<file path="src/rtl/exc_entry_pkg.sv">
package exc_entry_pkg;

  localparam int NUM_FAULTS = 17;
  localparam int EXC_W      = 5;

  // request bit positions, lowest index has highest priority
  localparam int F_RESET  = 0;
  localparam int F_SRESET = 1;
  localparam int F_NMI    = 2;
  localparam int F_ADR_LD = 3;
  localparam int F_ADR_ST = 4;
  localparam int F_RFL_LD = 5;
  localparam int F_RFL_ST = 6;
  localparam int F_INV_LD = 7;
  localparam int F_INV_ST = 8;
  localparam int F_MOD    = 9;
  localparam int F_IRQ    = 10;
  localparam int F_SYS    = 11;
  localparam int F_BRK    = 12;
  localparam int F_RSV    = 13;
  localparam int F_COPU   = 14;
  localparam int F_OVF    = 15;
  localparam int F_TRAP   = 16;

  typedef struct packed {
    logic [EXC_W-1:0] code;
    logic is_reset;
    logic is_unimpl;
    logic is_tlb;
    logic is_refill;
    logic wr_bad;
    logic is_irq;
    logic is_copu;
  } fault_info_t;

  function automatic fault_info_t info_of(input int idx);
    fault_info_t f;
    f = '0;
    case (idx)
      F_RESET:  f.is_reset = 1'b1;
      F_SRESET: f.is_unimpl = 1'b1;
      F_NMI:    f.is_unimpl = 1'b1;
      F_ADR_LD: begin f.code = 5'd4; f.wr_bad = 1'b1; end
      F_ADR_ST: begin f.code = 5'd5; f.wr_bad = 1'b1; end
      F_RFL_LD: begin f.code = 5'd2; f.wr_bad = 1'b1; f.is_tlb = 1'b1; f.is_refill = 1'b1; end
      F_RFL_ST: begin f.code = 5'd3; f.wr_bad = 1'b1; f.is_tlb = 1'b1; f.is_refill = 1'b1; end
      F_INV_LD: begin f.code = 5'd2; f.wr_bad = 1'b1; f.is_tlb = 1'b1; end
      F_INV_ST: begin f.code = 5'd3; f.wr_bad = 1'b1; f.is_tlb = 1'b1; end
      F_MOD:    begin f.code = 5'd1; f.wr_bad = 1'b1; f.is_tlb = 1'b1; end
      F_IRQ:    begin f.code = 5'd0; f.is_irq = 1'b1; end
      F_SYS:    f.code = 5'd8;
      F_BRK:    f.code = 5'd9;
      F_RSV:    f.code = 5'd10;
      F_COPU:   begin f.code = 5'd11; f.is_copu = 1'b1; end
      F_OVF:    f.code = 5'd12;
      F_TRAP:   f.code = 5'd13;
      default:  f = '0;
    endcase
    return f;
  endfunction

endpackage

</file>
<file path="src/rtl/exc_prio_pick.sv">
module exc_prio_pick #(
  parameter int N = 8
) (
  input  logic [N-1:0] req_i,
  output logic [N-1:0] sel_o,
  output logic         any_o
);
  logic [N:0] seen;
  assign seen[0] = 1'b0;

  for (genvar i = 0; i < N; i++) begin : g_pick
    assign sel_o[i]    = req_i[i] & ~seen[i];
    assign seen[i + 1] = seen[i] | req_i[i];
  end

  assign any_o = seen[N];
endmodule

</file>
<file path="src/rtl/exc_classify.sv">
module exc_classify
  import exc_entry_pkg::*;
(
  input  logic [NUM_FAULTS-1:0] sel_i,
  output fault_info_t           info_o
);
  always_comb begin
    info_o = '0;
    for (int i = 0; i < NUM_FAULTS; i++) begin
      if (sel_i[i]) info_o = info_o | info_of(i);
    end
  end
endmodule

</file>
<file path="src/rtl/exc_epc_calc.sv">
module exc_epc_calc #(
  parameter int XLEN       = 32,
  parameter int INSN_BYTES = 4
) (
  input  logic [XLEN-1:0] pc_i,
  input  logic [XLEN-1:0] npc_i,
  output logic [XLEN-1:0] epc_o,
  output logic            in_slot_o
);
  localparam logic [XLEN-1:0] STEP = XLEN'(INSN_BYTES);

  assign in_slot_o = (pc_i + STEP) != npc_i;
  assign epc_o     = in_slot_o ? (pc_i - STEP) : pc_i;
endmodule

</file>
<file path="src/rtl/exc_vector_sel.sv">
module exc_vector_sel #(
  parameter int              XLEN         = 32,
  parameter logic [XLEN-1:0] BOOT_GEN_VEC = 32'hBFC0_0200,
  parameter logic [XLEN-1:0] GEN_OFS      = 32'h0000_0180,
  parameter logic [XLEN-1:0] IRQ_OFS      = 32'h0000_0200
) (
  input  logic            is_refill_i,
  input  logic            is_irq_i,
  input  logic            bev_i,
  input  logic            exl_i,
  input  logic            iv_i,
  input  logic [XLEN-1:0] ebase_i,
  output logic [XLEN-1:0] vec_o
);
  logic [XLEN-1:0] general;

  assign general = bev_i ? BOOT_GEN_VEC : (ebase_i + GEN_OFS);

  always_comb begin
    if (is_refill_i && !exl_i)   vec_o = ebase_i;
    else if (is_irq_i && iv_i)   vec_o = ebase_i + IRQ_OFS;
    else                         vec_o = general;
  end
endmodule

</file>
<file path="src/rtl/exc_entry_ctrl.sv">
module exc_entry_ctrl
  import exc_entry_pkg::*;
#(
  parameter int              XLEN         = 32,
  parameter int              INSN_BYTES   = 4,
  parameter int              ASID_W       = 8,
  parameter int              VPN2_W       = 19,
  parameter int              VPN2X_W      = 2,
  parameter int              CE_W         = 2,
  parameter logic [XLEN-1:0] RESET_VEC    = 32'hBFC0_0000,
  parameter logic [XLEN-1:0] BOOT_GEN_VEC = 32'hBFC0_0200,
  parameter logic [XLEN-1:0] GEN_OFS      = 32'h0000_0180,
  parameter logic [XLEN-1:0] IRQ_OFS      = 32'h0000_0200
) (
  input  logic                  clk,
  input  logic                  rst_n,
  input  logic                  fault_valid_i,
  input  logic [NUM_FAULTS-1:0] fault_req_i,
  input  logic [XLEN-1:0]       pc_i,
  input  logic [XLEN-1:0]       npc_i,
  input  logic [XLEN-1:0]       badva_i,
  input  logic [CE_W-1:0]       cop_id_i,
  input  logic [VPN2_W-1:0]     tlb_vpn2_i,
  input  logic [VPN2X_W-1:0]    tlb_vpn2x_i,
  input  logic [ASID_W-1:0]     tlb_asid_i,
  input  logic [VPN2_W-1:0]     tlb_badvpn2_i,
  input  logic                  bev_i,
  input  logic                  exl_i,
  input  logic                  iv_i,
  input  logic [XLEN-1:0]       ebase_i,
  output logic                  redirect_o,
  output logic [XLEN-1:0]       fetch_pc_o,
  output logic                  set_exl_o,
  output logic                  set_cu1_o,
  output logic                  unimpl_o,
  output logic [XLEN-1:0]       epc_o,
  output logic [EXC_W-1:0]      cause_exc_o,
  output logic                  cause_bd_o,
  output logic [CE_W-1:0]       cause_ce_o,
  output logic [XLEN-1:0]       badvaddr_o,
  output logic [VPN2_W-1:0]     ehi_vpn2_o,
  output logic [VPN2X_W-1:0]    ehi_vpn2x_o,
  output logic [ASID_W-1:0]     ehi_asid_o,
  output logic [VPN2_W-1:0]     ctx_badvpn2_o
);

  logic [NUM_FAULTS-1:0] sel;
  logic                  any_req;
  fault_info_t           info;
  logic [XLEN-1:0]       epc_next;
  logic                  in_slot;
  logic [XLEN-1:0]       vec;
  logic                  take;

  exc_prio_pick #(.N(NUM_FAULTS)) u_pick (
    .req_i (fault_req_i),
    .sel_o (sel),
    .any_o (any_req)
  );

  exc_classify u_cls (
    .sel_i  (sel),
    .info_o (info)
  );

  exc_epc_calc #(.XLEN(XLEN), .INSN_BYTES(INSN_BYTES)) u_epc (
    .pc_i      (pc_i),
    .npc_i     (npc_i),
    .epc_o     (epc_next),
    .in_slot_o (in_slot)
  );

  exc_vector_sel #(
    .XLEN(XLEN), .BOOT_GEN_VEC(BOOT_GEN_VEC), .GEN_OFS(GEN_OFS), .IRQ_OFS(IRQ_OFS)
  ) u_vec (
    .is_refill_i (info.is_refill),
    .is_irq_i    (info.is_irq),
    .bev_i       (bev_i),
    .exl_i       (exl_i),
    .iv_i        (iv_i),
    .ebase_i     (ebase_i),
    .vec_o       (vec)
  );

  assign take = fault_valid_i && any_req;

  always_ff @(posedge clk) begin
    if (!rst_n) begin
      redirect_o    <= 1'b0;
      fetch_pc_o    <= '0;
      set_exl_o     <= 1'b0;
      set_cu1_o     <= 1'b0;
      unimpl_o      <= 1'b0;
      epc_o         <= '0;
      cause_exc_o   <= '0;
      cause_bd_o    <= 1'b0;
      cause_ce_o    <= '0;
      badvaddr_o    <= '0;
      ehi_vpn2_o    <= '0;
      ehi_vpn2x_o   <= '0;
      ehi_asid_o    <= '0;
      ctx_badvpn2_o <= '0;
    end else begin
      redirect_o <= 1'b0;
      set_exl_o  <= 1'b0;
      set_cu1_o  <= 1'b0;
      unimpl_o   <= 1'b0;
      if (take) begin
        if (info.is_unimpl) begin
          unimpl_o <= 1'b1;
        end else if (info.is_reset) begin
          redirect_o <= 1'b1;
          set_cu1_o  <= 1'b1;
          fetch_pc_o <= RESET_VEC;
        end else begin
          redirect_o  <= 1'b1;
          set_exl_o   <= 1'b1;
          fetch_pc_o  <= vec;
          epc_o       <= epc_next;
          cause_bd_o  <= in_slot;
          cause_exc_o <= info.code;
          cause_ce_o  <= info.is_copu ? cop_id_i : '0;
          if (info.wr_bad) badvaddr_o <= badva_i;
          if (info.is_tlb) begin
            ehi_vpn2_o    <= tlb_vpn2_i;
            ehi_vpn2x_o   <= tlb_vpn2x_i;
            ehi_asid_o    <= tlb_asid_i;
            ctx_badvpn2_o <= tlb_badvpn2_i;
          end
        end
      end
    end
  end

endmodule

</file>
<file path="config.mk">
export PLATFORM = sky130hd
export DESIGN_NAME = exc_entry_ctrl
export DESIGN_NICKNAME = d
export VERILOG_FILES = /design/src/rtl/exc_entry_pkg.sv /design/src/rtl/exc_prio_pick.sv /design/src/rtl/exc_classify.sv /design/src/rtl/exc_epc_calc.sv /design/src/rtl/exc_vector_sel.sv /design/src/rtl/exc_entry_ctrl.sv
export SDC_FILE = /design/constraint.sdc
export NUM_CORES = 1
export LEC_CHECK = 0
export ABC_AREA = 1
export BUFFER_PORTS_ARGS = -buffer_cell sky130_fd_sc_hd__buf_2
export CORE_MARGIN = 4
export CORE_UTILIZATION = 39
export CTS_CLUSTER_SIZE = 25
export DETAILED_ROUTE_END_ITERATION = 8
export HOLD_SLACK_MARGIN = 0.12
export PLACE_DENSITY = 0.68
export SLEW_MARGIN = 20
export SYNTH_ARGS = -nofsm -noshare
export SYNTH_HDL_FRONTEND = slang
export SYNTH_SLANG_ARGS = --single-unit
</file>
<file path="constraint.sdc">
create_clock -name clk -period 2.65 [get_ports clk]
set_clock_uncertainty 0.15 [all_clocks]
set_input_delay 0.1325 -clock clk [delete_from_list [all_inputs] [get_ports clk]]
set_output_delay 0.1325 -clock clk [all_outputs]
set_load 0.1 [all_outputs]
</file>
==> results.py, run 1 <==
metrics = {
    "outcome": {
        "status": "completed",
    },
    "synth": {
        "ys_seq_elements": 155,
        "yosysWarnings": 0,
        "yosysTopAreaCell": "dfxtp_1",
        "synth_most_common_cell": "nand2_1",
        "netlist_top_cells_count": "nand2_1, dfxtp_1, nand3_1",
        "dominantRegCellSynth": "dfxtp_1",
        "yosys.area.top_type_share": 0.312,
        "yosysUniqueCellTypes": 50,
        "syn_avg_cell_area_sq_um": 6.61,
        "yosysSeqAreaShare": 0.312,
        "syn_area_sq_um": 9950,
        "synth-edff-count": 0,
        "synth.area.top_cells": "dfxtp_1, nand2_1, nand3_1",
        "ys_async_sr_fraction": 0,
        "syn_nets": 1710,
        "synth_cells": 1505,
    },
    "floorplan": {
        "die_w_um": 168,
        "top_level_ports": 357,
        "die-area_sq_um": 28100,
        "core-area_sq_um": 25100,
        "dieHeight_um": 168,
        "initial_core_util": 0.396,
        "placementRows": 58,
    },
    "grt": {
        "grt_pass1_vias": 11600,
        "antenna_found_initial": 6,
        "grt_max_degree": 84,
        "gr-total-overflow": 0,
        "grt_pass1_wl_mm": 61.7,
        "track_usage": 0.266,
    },
    "timing": {
        "hold_violations": 0,
        "drv_slew": 0,
        "setup_violations": 0,
        "max_slew_margin": 0.521,
        "hold_ws_ns": 0.149,
        "setup-tns-final_ns": 0,
        "worst_pin_slew_ns": 0.718,
        "setup_ws_ns": 0.0740,
        "fmax_mhz": 388,
        "period_share": 0.972,
        "finalCriticalPeriod_ns": 2.58,
    },
    "route": {
        "drc": 0,
        "routed_wl_mm": 40.2,
        "first_pass_iters": 5,
        "dr.first_iter.drc_count": 1050,
        "drt-vias-per-instance": 5.24,
        "vias": 12300,
        "drt-wirelength-per-cell_um": 17.1,
        "ant_nets": 0,
    },
    "power_and_ir_drop": {
        "p_leak_nw": 6.77,
        "power_mw": 6.32,
        "p_per_area_nw_per_um2": 433,
        "vdd_drop_max_v": 0.000315,
    },
    "cts": {
        "cts_buffer_depth": 2,
        "clock_latency_ns": 0.43,
        "clk_pin_slew_ns": 0.07,
        "cts.sinks": 155,
        "cts_buffers": 17,
        "htreeDepth": 4,
        "cts_tree": "done",
        "cts-root-buf": "clkbuf_16",
    },
    "setup_path": {
        "cp_common_cell": "dlygate4sd3_1",
        "r2r_cells": 3,
        "cpPeakStageDelay_ns": 0.61,
        "r2r-start": "cause_exc_o[0]$_SDFFE_PN0P_",
        "crit_path_max_fanout": 10,
        "worstPathArrival_ns": 2.80,
        "crit_path_cell_trace": "buf_2, inv_1, dlygate4sd3_1, o21ai_0, dlygate4sd3_1, nand2_2, inv_2, o21ai_0, a31oi_1, dlygate4sd3_1",
        "crit_type": "in -> reg",
        "critPathCaptureType": "flop",
        "cp.required_ns": 2.87,
        "worstReg2RegEnd": "cause_exc_o[0]$_SDFFE_PN0P_",
        "ff2ff_setup_slack_ns": 1.23,
        "worstSetupStartpointType": "primary input",
        "slowest_stage": "dlygate4sd3_1",
    },
    "placement": {
        "gp_congestion": 0.952,
        "post-place-ws_ns": -0.0144,
        "dp_hpwl_mm": 27.9,
        "portBuffers": 355,
    },
    "hold_path": {
        "whs_endpoint": "fetch_pc_o[29]$_SDFFE_PN0P_",
        "hold_start": "bev_i",
        "worstHoldPathType": "in -> reg",
        "holdPathStages": 7,
    },
    "finish": {
        "drive_gt1_frac": 0.250,
        "final_nets": 2210,
        "fillers": 2428,
        "syn2layout_area_growth_pct": 46.6,
    },
    "job": {
        "drv_cap": 0,
    },
}
==> how the worst max path moves through the flow <==
stage | startpoint | to | slack, ns | cells after the start
5_1_grt | pc_i[24] | epc_o[15]$_SDFFE_PN0P_ | -0.02 | 20
2_1_floorplan | pc_i[8] | epc_o[31]$_SDFFE_PN0P_ | 0.58 | 17
6_report | fault_req_i[0] | fetch_pc_o[31]$_SDFFE_PN0P_ | 0.07 | 10
3_3_place_gp | fault_req_i[1] | badvaddr_o[0]$_SDFFE_PN0P_ | 0.04 | 14
3_5_place_dp | fault_req_i[6] | badvaddr_o[22]$_SDFFE_PN0P_ | -0.01 | 15
4_1_cts | fault_req_i[14] | cause_ce_o[0]$_SDFFE_PN0P_ | 0.002 | 10
==> sequential cells by signal, summed over array words and instances, names as in the netlist <==
name / flops
badvaddr_o: 32
cause_bd_o: 1
cause_ce_o: 2
cause_exc_o: 4
ctx_badvpn2_o: 19
ehi_asid_o: 8
ehi_vpn2_o: 19
ehi_vpn2x_o: 2
epc_o: 32
fetch_pc_o: 32
redirect_o: 1
set_cu1_o: 1
set_exl_o: 1
unimpl_o: 1
==> layer usage <==
layer	vias to the layer above	global-route usage	share of wire	wire length, um
met5	-	0	0.00050	20
met4	2	0.100	0.037	1470
met3	108	0.0607	0.075	3040
met2	551	0.445	0.47	19100
met1	5657	0.335	0.41	16600
li1	6016	-	-	-
==> critical path: cells and delay by family <==
family / cells / cell delay, ns
compound gates: 3 / 0.38
buf+inv: 6 / 2.15
simple gates: 1 / 0.12
==> placed cells by master, fill, tap and decap left out, types with 33 or more instances in the layout <==
cell type | Yosys | final
buf_2 | 31 | 346
a21oi_1 | 117 | 117
dlygate4sd3_1 | 0 | 181
xnor2_1 | 35 | 35
o311ai_0 | 33 | 33
inv_1 | 142 | 140
nand3_1 | 151 | 151
nand2_1 | 370 | 367
dfxtp_1 | 155 | 155
nand4_1 | 54 | 54
nor2_1 | 125 | 110
==> stage by stage <==
step,utilization,instances,instance area [sq um]
after floorplan,-,1505,9950
after global placement,0.473,2120,11900
after detailed placement,0.474,2121,11900
after CTS,0.569,2333,14300
after global routing,0.581,2353,14600
final,0.581,2354,14600
==> power breakdown <==
group / total (mW) / internal [mW] / switching (mW) / leakage (nW)
registers: 2.41 / 2.38 / 0.0271 / 1.26
logic: 1.47 / 0.506 / 0.969 / 5.23
clock network: 2.44 / 1.28 / 1.15 / 0.286
==> kinds of logic (layout without fill, tap and decap cells) <==
logic type / count (synthesis) / in the layout / share of synthesized area
DFF: 155 / 155 / 0.312
buffers and inverters: 250 / 759 / 0.113
and+or+nand+nor: 779 / 783 / 0.356
other: 1 / 7 / 0.000377
AOI/OAI and AO/OA: 251 / 251 / 0.157
adders and majority gates: 4 / 4 / 0.00503
xor gates and xnor gates: 65 / 65 / 0.0572
==> area by class of cell <==
class,instances,area [sq um],area share
Multi-Input combinational cell,1104,5870,0.402
Clock buffer,18,439,0.0301
Inverter,150,564,0.0387
Tap cell,330,413,0.0283
Clock inverter,14,146,0.0100
Sequential cell,155,3100,0.213
Timing Repair Buffer,577,4040,0.277
Antenna cell,6,15.0,0.00103
==> what timing repair did <==
| item | CTS | global route |
|---|---|---|
| endpoints found under the setup margin | 0 | 47 |
| buffers inserted | 0 | 10 |
| hold endpoints to repair | 154 | 1 |
| resized for setup | 0 | 42 |
| hold buffers | 180 | 1 |
Note: power is estimated with default switching activity, not from simulation.
==> inputs of run 2 (changes only) <==
--- a/config.mk
+++ b/config.mk
@@ -11,8 +11,10 @@
 export CORE_UTILIZATION = 39
 export CTS_CLUSTER_SIZE = 25
 export DETAILED_ROUTE_END_ITERATION = 8
+export GPL_TIMING_DRIVEN = 0
 export HOLD_SLACK_MARGIN = 0.12
 export PLACE_DENSITY = 0.68
+export REMOVE_ABC_BUFFERS = 1
 export SLEW_MARGIN = 20
 export SYNTH_ARGS = -nofsm -noshare
 export SYNTH_HDL_FRONTEND = slang
==> run 2 against run 1 <==
  * Design area down 1.2%
  * Critical path depth up 2
  * Clock power about the same
  * Worst setup slack better by 0.062 ns
  * Combinational power about the same
  * Final cell count down 1.3%
  * Critical path type unchanged
  * Largest cell class unchanged
==> results.py, run 2 (same netlist as run 1, synthesis figures left out) <==
metrics = {
    "power_and_ir_drop": {
        "vdd_drop_max_v": 0.000374,
        "p_leak_nw": 6.65,
        "combPwrFrac": 0.231,
        "p_per_area_nw_per_um2": 437,
        "power_switching_mw": 2.16,
        "p_int_mw": 4.15,
        "pwr-share-clk": 0.388,
        "swShare": 0.342,
        "pwr-share-seq": 0.381,
    },
    "finish": {
        "syn2layout_area_growth_pct": 44.8,
        "register_area_sq_um": 3100,
        "reg_top3": "badvaddr_o: 32 flops, epc_o: 32 flops, fetch_pc_o: 32 flops",
        "multi_input_area_sq_um": 5910,
        "fillers": 2357,
        "mostFrequentLayoutCell": "nand2_1",
        "final_nets": 2183,
        "drive_gt1_frac": 0.244,
        "most-common-layout-cells": "nand2_1, buf_2, dlygate4sd3_1",
        "fin_area_sq_um": 14400,
    },
    "cts": {
        "clk_pin_slew_ns": 0.07,
        "clock_latency_ns": 0.43,
        "cts_buffers": 17,
        "cts_tree": "done",
        "cts.sinks": 155,
        "cts_buffer_depth": 2,
        "htreeDepth": 4,
        "cts-root-buf": "clkbuf_16",
    },
    "floorplan": {
        "placementRows": 58,
        "top_level_ports": 357,
        "initial_core_util": 0.396,
        "core-area_sq_um": 25100,
        "die-area_sq_um": 28100,
        "dieHeight_um": 168,
        "die_w_um": 168,
    },
    "route": {
        "dr.first_iter.drc_count": 1050,
        "drt-wirelength-per-cell_um": 16.6,
        "ant_nets": 0,
        "first_pass_iters": 7,
        "routed_wl_mm": 38.5,
        "vias": 12300,
        "drc": 0,
        "drt-vias-per-instance": 5.29,
    },
    "hold_path": {
        "worstHoldPathType": "in -> reg",
    },
    "grt": {
        "track_usage": 0.252,
        "grt_pass1_vias": 11300,
        "gr-total-overflow": 0,
        "grt_pass1_wl_mm": 59.0,
        "grt_max_degree": 69,
        "antenna_found_initial": 1,
    },
    "placement": {
        "gp_congestion": 0.970,
        "place_area_sq_um": 11800,
        "portBuffers": 355,
        "dp_hpwl_mm": 26.3,
        "post-place-ws_ns": -1.04,
    },
    "setup_path": {
        "critPathCaptureType": "flop",
        "crit_buf_inv": 2,
        "cpPeakStageDelay_ns": 0.47,
        "slowest_stage": "nor3_1",
        "cp_common_cell": "nand2_1",
        "crit_path_max_fanout": 36,
        "worstSetupStartpointType": "primary input",
        "crit_type": "in -> reg",
        "crit_family": "simple AND/OR/NAND/NOR gates",
        "worstPathArrival_ns": 2.66,
        "crit_path_cell_trace": "buf_4, nor2_1, nand2_1, nor3_1, nand3_2, nand2_1, inv_1, nand2_1, o21ai_1, or2_2, nand3_1, a21oi_1",
        "cp.required_ns": 2.79,
    },
    "timing": {
        "worst_pin_slew_ns": 0.953,
        "max_slew_margin": 0.364,
        "setup_violations": 0,
        "drv_slew": 0,
        "setup_ws_ns": 0.136,
        "period_share": 0.949,
        "hold_violations": 0,
        "finalCriticalPeriod_ns": 2.51,
        "fmax_mhz": 398,
    },
    "outcome": {
        "status": "completed",
    },
    "job": {
        "drv_cap": 0,
    },
}
-- run 2: worst min-delay path, stage by stage --
cell,delay (ns)
buf_2,0.14
inv_1,0.06
ha_1,0.16
inv_1,0.05
nand2_1,0.06
a31oi_1,0.06
-- run 2: layer usage --
metal  GRT usage  up-vias  wire, um
met1       0.317     5653     15800
li1            -     5974         -
met4      0.0790        0      1200
met5           0        -         0
met2       0.447      558     19000
met3      0.0338       98      2440
-- run 2: final timing paths --
kind | from | end | slack (ns) | cells after the start
max | fault_req_i[3] | fetch_pc_o[21]$_SDFFE_PN0P_ | 0.14 | 12
min | pc_i[3] | epc_o[3]$_SDFFE_PN0P_ | 0.14 | 6
max reg2reg | cause_exc_o[0]$_SDFFE_PN0P_ | cause_exc_o[0]$_SDFFE_PN0P_ | 1.25 | 3
min reg2reg | ehi_vpn2_o[11]$_SDFFE_PN0P_ | ehi_vpn2_o[11]$_SDFFE_PN0P_ | 0.31 | 2
-- run 2: power groups by stage --
stage               Combinational [mW]  Sequential, mW  Clock (mW)
CTS                               1.42            2.40        2.50
detailed placement                1.22            2.46           0
finish                            1.46            2.40        2.44
global route                      1.56            2.41        2.58
global placement                  1.19            2.46           0
floorplan                        0.423            2.82           0
-- run 2: area by class of cell --
| cell class | instances | area share |
|---|---|---|
| diodes | 2 | 0.000347 |
| clock buffers | 17 | 0.0295 |
| clock inverters | 15 | 0.0125 |
| inverters | 150 | 0.0396 |
| multi-input cells | 1107 | 0.410 |
| flip-flops and latches | 155 | 0.215 |
| well taps | 330 | 0.0287 |
| repair buffers | 547 | 0.264 |
-- run 2: what timing repair did --
| item | CTS | global route |
|---|---|---|
| pin swaps | 4 | 9 |
| gates cloned | 3 | 4 |
| hold endpoints to repair | 153 | 1 |
| endpoints found under the setup margin | 103 | 52 |
| buffers inserted | 6 | 13 |
| hold buffers | 165 | 1 |
| gates resized for setup | 8 | 24 |
-- run 2: stage by stage --
step	utilization	std cells	hold slack (ns)	power [mW]	TNS [ns]
floorplan	-	1405	0.121	3.24	-224.77
global placement	0.461	2090	0.223	3.65	-615.40
detailed placement	0.469	2097	0.231	3.67	-86.04
CTS	0.563	2303	-0.116	6.33	0
global route	0.574	2322	0.167	6.55	-0.0479
finish	0.574	2323	0.142	6.30	0
